### config.mk
export PLATFORM = sky130hd
export DESIGN_NAME = wkup_timer_top
export DESIGN_NICKNAME = d
export VERILOG_FILES = /design/src/rtl/wkup_pkg.sv /design/src/rtl/wkup_prescaler.sv /design/src/rtl/wkup_fastdiv.sv /design/src/rtl/wkup_counter.sv /design/src/rtl/wkup_timer_top.sv
export SDC_FILE = /design/constraint.sdc
export NUM_CORES = 1
export LEC_CHECK = 0
export BUFFER_PORTS_ARGS = -buffer_cell sky130_fd_sc_hd__clkbuf_2
export CAP_MARGIN = 20
export CORE_ASPECT_RATIO = 1.2
export CORE_MARGIN = 4
export CORE_UTILIZATION = 35
export DETAILED_ROUTE_END_ITERATION = 10
export SLEW_MARGIN = 40
export SYNTH_ARGS = -nofsm -noshare
export SYNTH_HDL_FRONTEND = slang
export SYNTH_HIERARCHICAL = 1
export SYNTH_SLANG_ARGS = --single-unit
export TNS_END_PERCENT = 5
### constraint.sdc
create_clock -name clk -period 2.05 [get_ports clk]
set_clock_uncertainty 0.1 [all_clocks]
set_input_delay 0.205 -clock clk [delete_from_list [all_inputs] [get_ports clk]]
set_output_delay 0.205 -clock clk [all_outputs]
set_load 0.02 [all_outputs]
### src/rtl/wkup_pkg.sv
package wkup_pkg;
  localparam int FAST_STAGES = 4;
  localparam int FAST_SEL_W  = $clog2(FAST_STAGES);

  typedef enum logic {
    SRC_FAST = 1'b0,
    SRC_SLOW = 1'b1
  } wk_src_e;

  typedef struct packed {
    wk_src_e                src;
    logic [FAST_SEL_W-1:0]  div;
  } wk_sel_t;
endpackage

### src/rtl/wkup_prescaler.sv
module wkup_prescaler #(
  parameter int ASYNC_W = 7,
  parameter int SYNC_W  = 15
) (
  input  logic               clk,
  input  logic               rst,
  input  logic [ASYNC_W-1:0] async_div,
  input  logic [SYNC_W-1:0]  sync_div,
  output logic               tick_o
);
  logic [ASYNC_W-1:0] a_cnt;
  logic [SYNC_W-1:0]  s_cnt;
  logic               a_zero;
  logic               s_zero;

  assign a_zero = (a_cnt == '0);
  assign s_zero = (s_cnt == '0);

  // First stage divides by async_div+1, second stage counts its pulses
  always_ff @(posedge clk) begin
    if (rst) begin
      a_cnt  <= '0;
      s_cnt  <= '0;
      tick_o <= 1'b0;
    end else begin
      tick_o <= a_zero && s_zero;
      if (a_zero) begin
        a_cnt <= async_div;
        if (s_zero) s_cnt <= sync_div;
        else        s_cnt <= s_cnt - 1'b1;
      end else begin
        a_cnt <= a_cnt - 1'b1;
      end
    end
  end


  slow_gap_chk: assert property (@(posedge clk) disable iff (rst)
    (tick_o && $stable(async_div) && async_div != '0) |=> !tick_o);
endmodule

### src/rtl/wkup_fastdiv.sv
module wkup_fastdiv #(
  parameter int STAGES = 4,
  parameter int SEL_W  = $clog2(STAGES)
) (
  input  logic             clk,
  input  logic             rst,
  input  logic [SEL_W-1:0] div_sel,
  output logic             tick_o
);
  logic [STAGES-1:0] ph;
  logic [STAGES-1:0] mask_tab [STAGES];

  // One mask per divider code: the low code+1 bits of the phase counter
  for (genvar g = 0; g < STAGES; g++) begin : g_mask
    assign mask_tab[g] = STAGES'((1 << (g + 1)) - 1);
  end

  always_ff @(posedge clk) begin
    if (rst) begin
      ph     <= '0;
      tick_o <= 1'b0;
    end else begin
      ph     <= ph + 1'b1;
      tick_o <= &(ph | ~mask_tab[div_sel]);
    end
  end


  fast_gap_chk: assert property (@(posedge clk) disable iff (rst)
    tick_o |=> !tick_o);
endmodule

### src/rtl/wkup_counter.sv
module wkup_counter #(
  parameter int CW = 17
) (
  input  logic          clk,
  input  logic          rst,
  input  logic          en,
  input  logic          tick,
  input  logic [CW-1:0] period,
  input  logic          clr,
  output logic          flag
);
  logic [CW-1:0] cnt;
  logic          expire;

  assign expire = en && tick && (cnt == '0);

  always_ff @(posedge clk) begin
    if (rst) begin
      cnt <= '0;
    end else if (!en) begin
      cnt <= period;
    end else if (tick) begin
      cnt <= (cnt == '0) ? period : cnt - 1'b1;
    end
  end

  always_ff @(posedge clk) begin
    if (rst)         flag <= 1'b0;
    else if (expire) flag <= 1'b1;
    else if (clr)    flag <= 1'b0;
  end


  flag_hold_chk: assert property (@(posedge clk) disable iff (rst)
    (flag && !clr) |=> flag);

  flag_clr_chk: assert property (@(posedge clk) disable iff (rst)
    (clr && !(en && tick)) |=> !flag);

  idle_chk: assert property (@(posedge clk) disable iff (rst)
    !en |=> !$rose(flag));

  tick_only_chk: assert property (@(posedge clk) disable iff (rst)
    $rose(flag) |-> $past(tick));
endmodule

### src/rtl/wkup_timer_top.sv
module wkup_timer_top #(
  parameter int ASYNC_W = 7,
  parameter int SYNC_W  = 15,
  parameter int CNT_W   = 16,
  parameter int EXT_W   = 1
) (
  input  logic               clk,
  input  logic               rst,
  input  logic [ASYNC_W-1:0] async_div,
  input  logic [SYNC_W-1:0]  sync_div,
  input  logic               wk_en,
  input  logic [2:0]         clk_sel,
  input  logic [CNT_W-1:0]   reload,
  input  logic [EXT_W-1:0]   reload_ext,
  input  logic               wk_clr,
  output logic               wk_flag,
  output logic               cal_tick
);
  import wkup_pkg::*;

  localparam int CW = CNT_W + EXT_W;

  wk_sel_t       sel;
  logic          fast_tick;
  logic          slow_tick;
  logic          base_tick;
  logic [CW-1:0] period;

  assign sel      = wk_sel_t'(clk_sel);
  assign period   = {reload_ext, reload};
  assign cal_tick = slow_tick;

  wkup_prescaler #(.ASYNC_W(ASYNC_W), .SYNC_W(SYNC_W)) u_pre (
    .clk(clk), .rst(rst), .async_div(async_div), .sync_div(sync_div),
    .tick_o(slow_tick)
  );

  wkup_fastdiv #(.STAGES(FAST_STAGES), .SEL_W(FAST_SEL_W)) u_fast (
    .clk(clk), .rst(rst), .div_sel(sel.div), .tick_o(fast_tick)
  );

  // source select between calendar strobe and fast divider
  assign base_tick = (sel.src == SRC_SLOW) ? slow_tick : fast_tick;

  wkup_counter #(.CW(CW)) u_cnt (
    .clk(clk), .rst(rst), .en(wk_en), .tick(base_tick), .period(period),
    .clr(wk_clr), .flag(wk_flag)
  );


  rst_quiet_chk: assert property (@(posedge clk)
    rst |=> (!wk_flag && !cal_tick));
endmodule

==> impl_metrics.yaml <==
logic_synthesis:
  avgSynthCellArea_um2: 8.467
  ys_top_cells_by_area: "dfxtp_1, nor2_1, nand2_1"
  synth_seq_cells: 46
  ys_seq_area_frac: 0.3208
  yosys.area_share.xor_xnor: 0.01526
  synth-compound-area-share: 0.2254
  yosys.area.top_type: "dfxtp_1"
  syn_area_um2: 2870
  yosys.area_share.simple: 0.3160
  ys.flop_type: "dfxtp_1"
  synth-edff-count: 0
  synth_fa_ha_area_frac: 0.03051
  synth_top_area_frac: 0.3208
  synth_cells: 339
  synth_top_family_by_area: "simple AND/OR/NAND/NOR gates"
  synthMuxAreaShare: 0.04098
  yosysWarnings: 6
  syn-num-nets: 392
  async_flop_share: 0
  ys_types: 67
placement:
  place.gp.congestion: 0.8870
  place_hpwl_mm: 6.657
  placed_cells: 527
  dpl_cell_area_um2: 3621
  portBuffers: 47
routing:
  avgRoutedWirePerCell_um: 16.46
  antenna_left: 0
  first_pass_iters: 4
  drt_iter0_markers: 167
  wirelength_mm: 8.825
  avgViaCountPerCell: 5.750
  vias: 3082
  drc: 0
hold_path:
  min-delay-path-class: "in2reg"
worst_setup_path:
  startpoint_type: "flop"
  critPathCaptureType: "flop"
  crit_fanout: 6
  slowest_delay_ns: 0.60
  path_cells: "inv_2, ha_4, or4b_4, or4_4, o21ai_4, o21ai_1, a32o_1"
  criticalPathCategory: "reg2reg"
  cp.required_ns: 2.16
  worst_ep_arrival_time_ns: 2.48
  cp.buffers_inverters: 1
  cpLargestDelayFamily: "simple AND/OR/NAND/NOR gates"
  cp_slowest_cell: "or4_4"
run_status:
  status: "finished, violations left"
  violations: "setup timing"
finish:
  stdcell_area_um2: 3796
  final_nets: 498
  final_cell_mix: "buf_4, clkbuf_2, dfxtp_1"
  area_growth_pct: 32.26
  layout_commonest_cell: "buf_4"
  fillCellCount: 780
  drive_above_1_share: 0.3536
  diodes: 0
  fin_cells: 536
clocking:
  cts_tree: "built"
  clock-sinks: 46
  cts.path.max_buffers: 2
  insertion_delay_ns: 0.30
  clk_pin_slew_worst_paths_ns: 0.09
  cts_buffers: 5
  htree_num_levels: 2
  cts_root_buffer: "clkbuf_8"
power:
  ir_worst_vdd_mv: 0.7230
  powerDensity_nw_per_um2: 1557
  power_leakage_nw: 1.557
timing:
  period_needed_ns: 2.374
  whs_ns: 0.04982
  finalSetupViolCount: 17
  hold_viol: 0
  clock.fmax_mhz: 421.2
  rsz0062_at_grt: "yes"
  period_share: 1.158
  slew_headroom: 0.6722
  worstMarginPinSlew_ns: 0.4899
  slew_violations: 0
  fin_ws_ns: -0.3241
job:
  cap_violations: 0
global_routing:
  grt_usage: 0.1785
  overflow: 0
  grt_pass1_wl_mm: 14.28
  grt_max_degree: 20
  grt_pass1_vias: 2997
  antenna_found_initial: 0
die:
  core_um2: 7839
  start_util: 0.3662
  num_rows: 35
  fp.dieH_um: 107.2
  io_pins: 48
  die_w_um: 90.67
  die-area_um2: 9719
[routing by layer]
layer,vias up,track usage,wire [um]
met4,0,0.06455,204
met2,92,0.2962,4213
met3,23,0.03298,475
met1,1449,0.2309,3932
li1,1518,-,-
met5,-,0,0
[worst register-to-register path: cells and delay by family (launching register included)]
family / cells / cell delay [ns]
AO/OA/AOI/OAI: 3 / 0.61
adder cells (fa/ha/maj): 1 / 0.12
buffers and inverters: 1 / 0.07
flip-flops: 1 / 0.33
AND/OR/NAND/NOR: 2 / 1.06
[cells in the mapped netlist, types with 5 or more instances]
cell type,count
nor3_1,14
nor3b_1,5
ha_1,7
clkbuf_1,7
nand3_1,13
nand4_1,9
o21ai_0,12
nor2_1,30
a31oi_1,9
inv_1,16
nor2b_1,5
a211oi_1,8
nor4_1,11
dfxtp_1,46
nand2_1,24
a21oi_1,13
o32ai_1,9
mux2i_1,8
[final timing paths]
check / to / depth (start not counted) / slack (ns) / start
setup reg to reg: u_cnt/cnt[2] / 7 / -0.32 / u_cnt/cnt[0]
hold reg to reg: u_cnt/flag / 2 / 0.38 / u_cnt/flag
setup / recovery: u_cnt/cnt[2] / 7 / -0.32 / u_cnt/cnt[0]
hold / removal: u_cnt/cnt[12] / 3 / 0.05 / reload[12]
[cells by family after synthesis]
logic type,count (synthesis)
and+or+nand+nor,149
AOI/OAI and AO/OA,89
DFF,46
buffers and inverters,32
muxes,11
adders and majority gates,7
xor gates and xnor gates,5
[power breakdown]
part / leakage, nW / switching (mW) / total [mW] / internal, mW
logic: 1.14 / 2.08 / 3.98 / 1.90
registers: 0.378 / 0.231 / 1.35 / 1.12
clock network: 0.0431 / 0.318 / 0.579 / 0.261
[area by class of cell]
cell class | count | area [um2] | share of cell area
Clock buffer | 6 | 82.58 | 0.02175
Inverter | 17 | 63.81 | 0.01681
Multi-Input combinational cell | 261 | 1863 | 0.4908
Sequential cell | 46 | 923.4 | 0.2432
Tap cell | 92 | 115.1 | 0.03032
Timing Repair Buffer | 114 | 748.2 | 0.1971
[repair_timing]
item,4_1_cts,5_1_grt
cloned,0,1
hold buffers,1,0
resized for setup,4,12
pin swaps,3,8
setup endpoints to repair,18,26
endpoints found under the hold margin,1,0
buffers inserted,0,1
[sequential cells by signal (all words and copies together) (netlist names)]
register,count
u_cnt/flag,1
u_cnt/cnt,17
u_pre/tick_o,1
u_pre/s_cnt,15
u_pre/a_cnt,7
u_fast/ph,4
u_fast/tick_o,1
[metrics by stage]
step / power (mW) / setup slack (ns) / TNS, ns / utilization
detailed placement: 5.225 / -0.3357 / -3.955 / 0.4619
floorplan: 3.821 / -0.2046 / -1.912 / -
CTS: 5.834 / -0.2986 / -3.731 / 0.4761
global route: 6.341 / -0.3955 / -5.530 / 0.4843
finish: 5.909 / -0.3241 / -3.940 / 0.4843
global placement: 5.181 / -0.2563 / -2.927 / 0.4619
No activity file was read; power rests on OpenSTA's default activity.
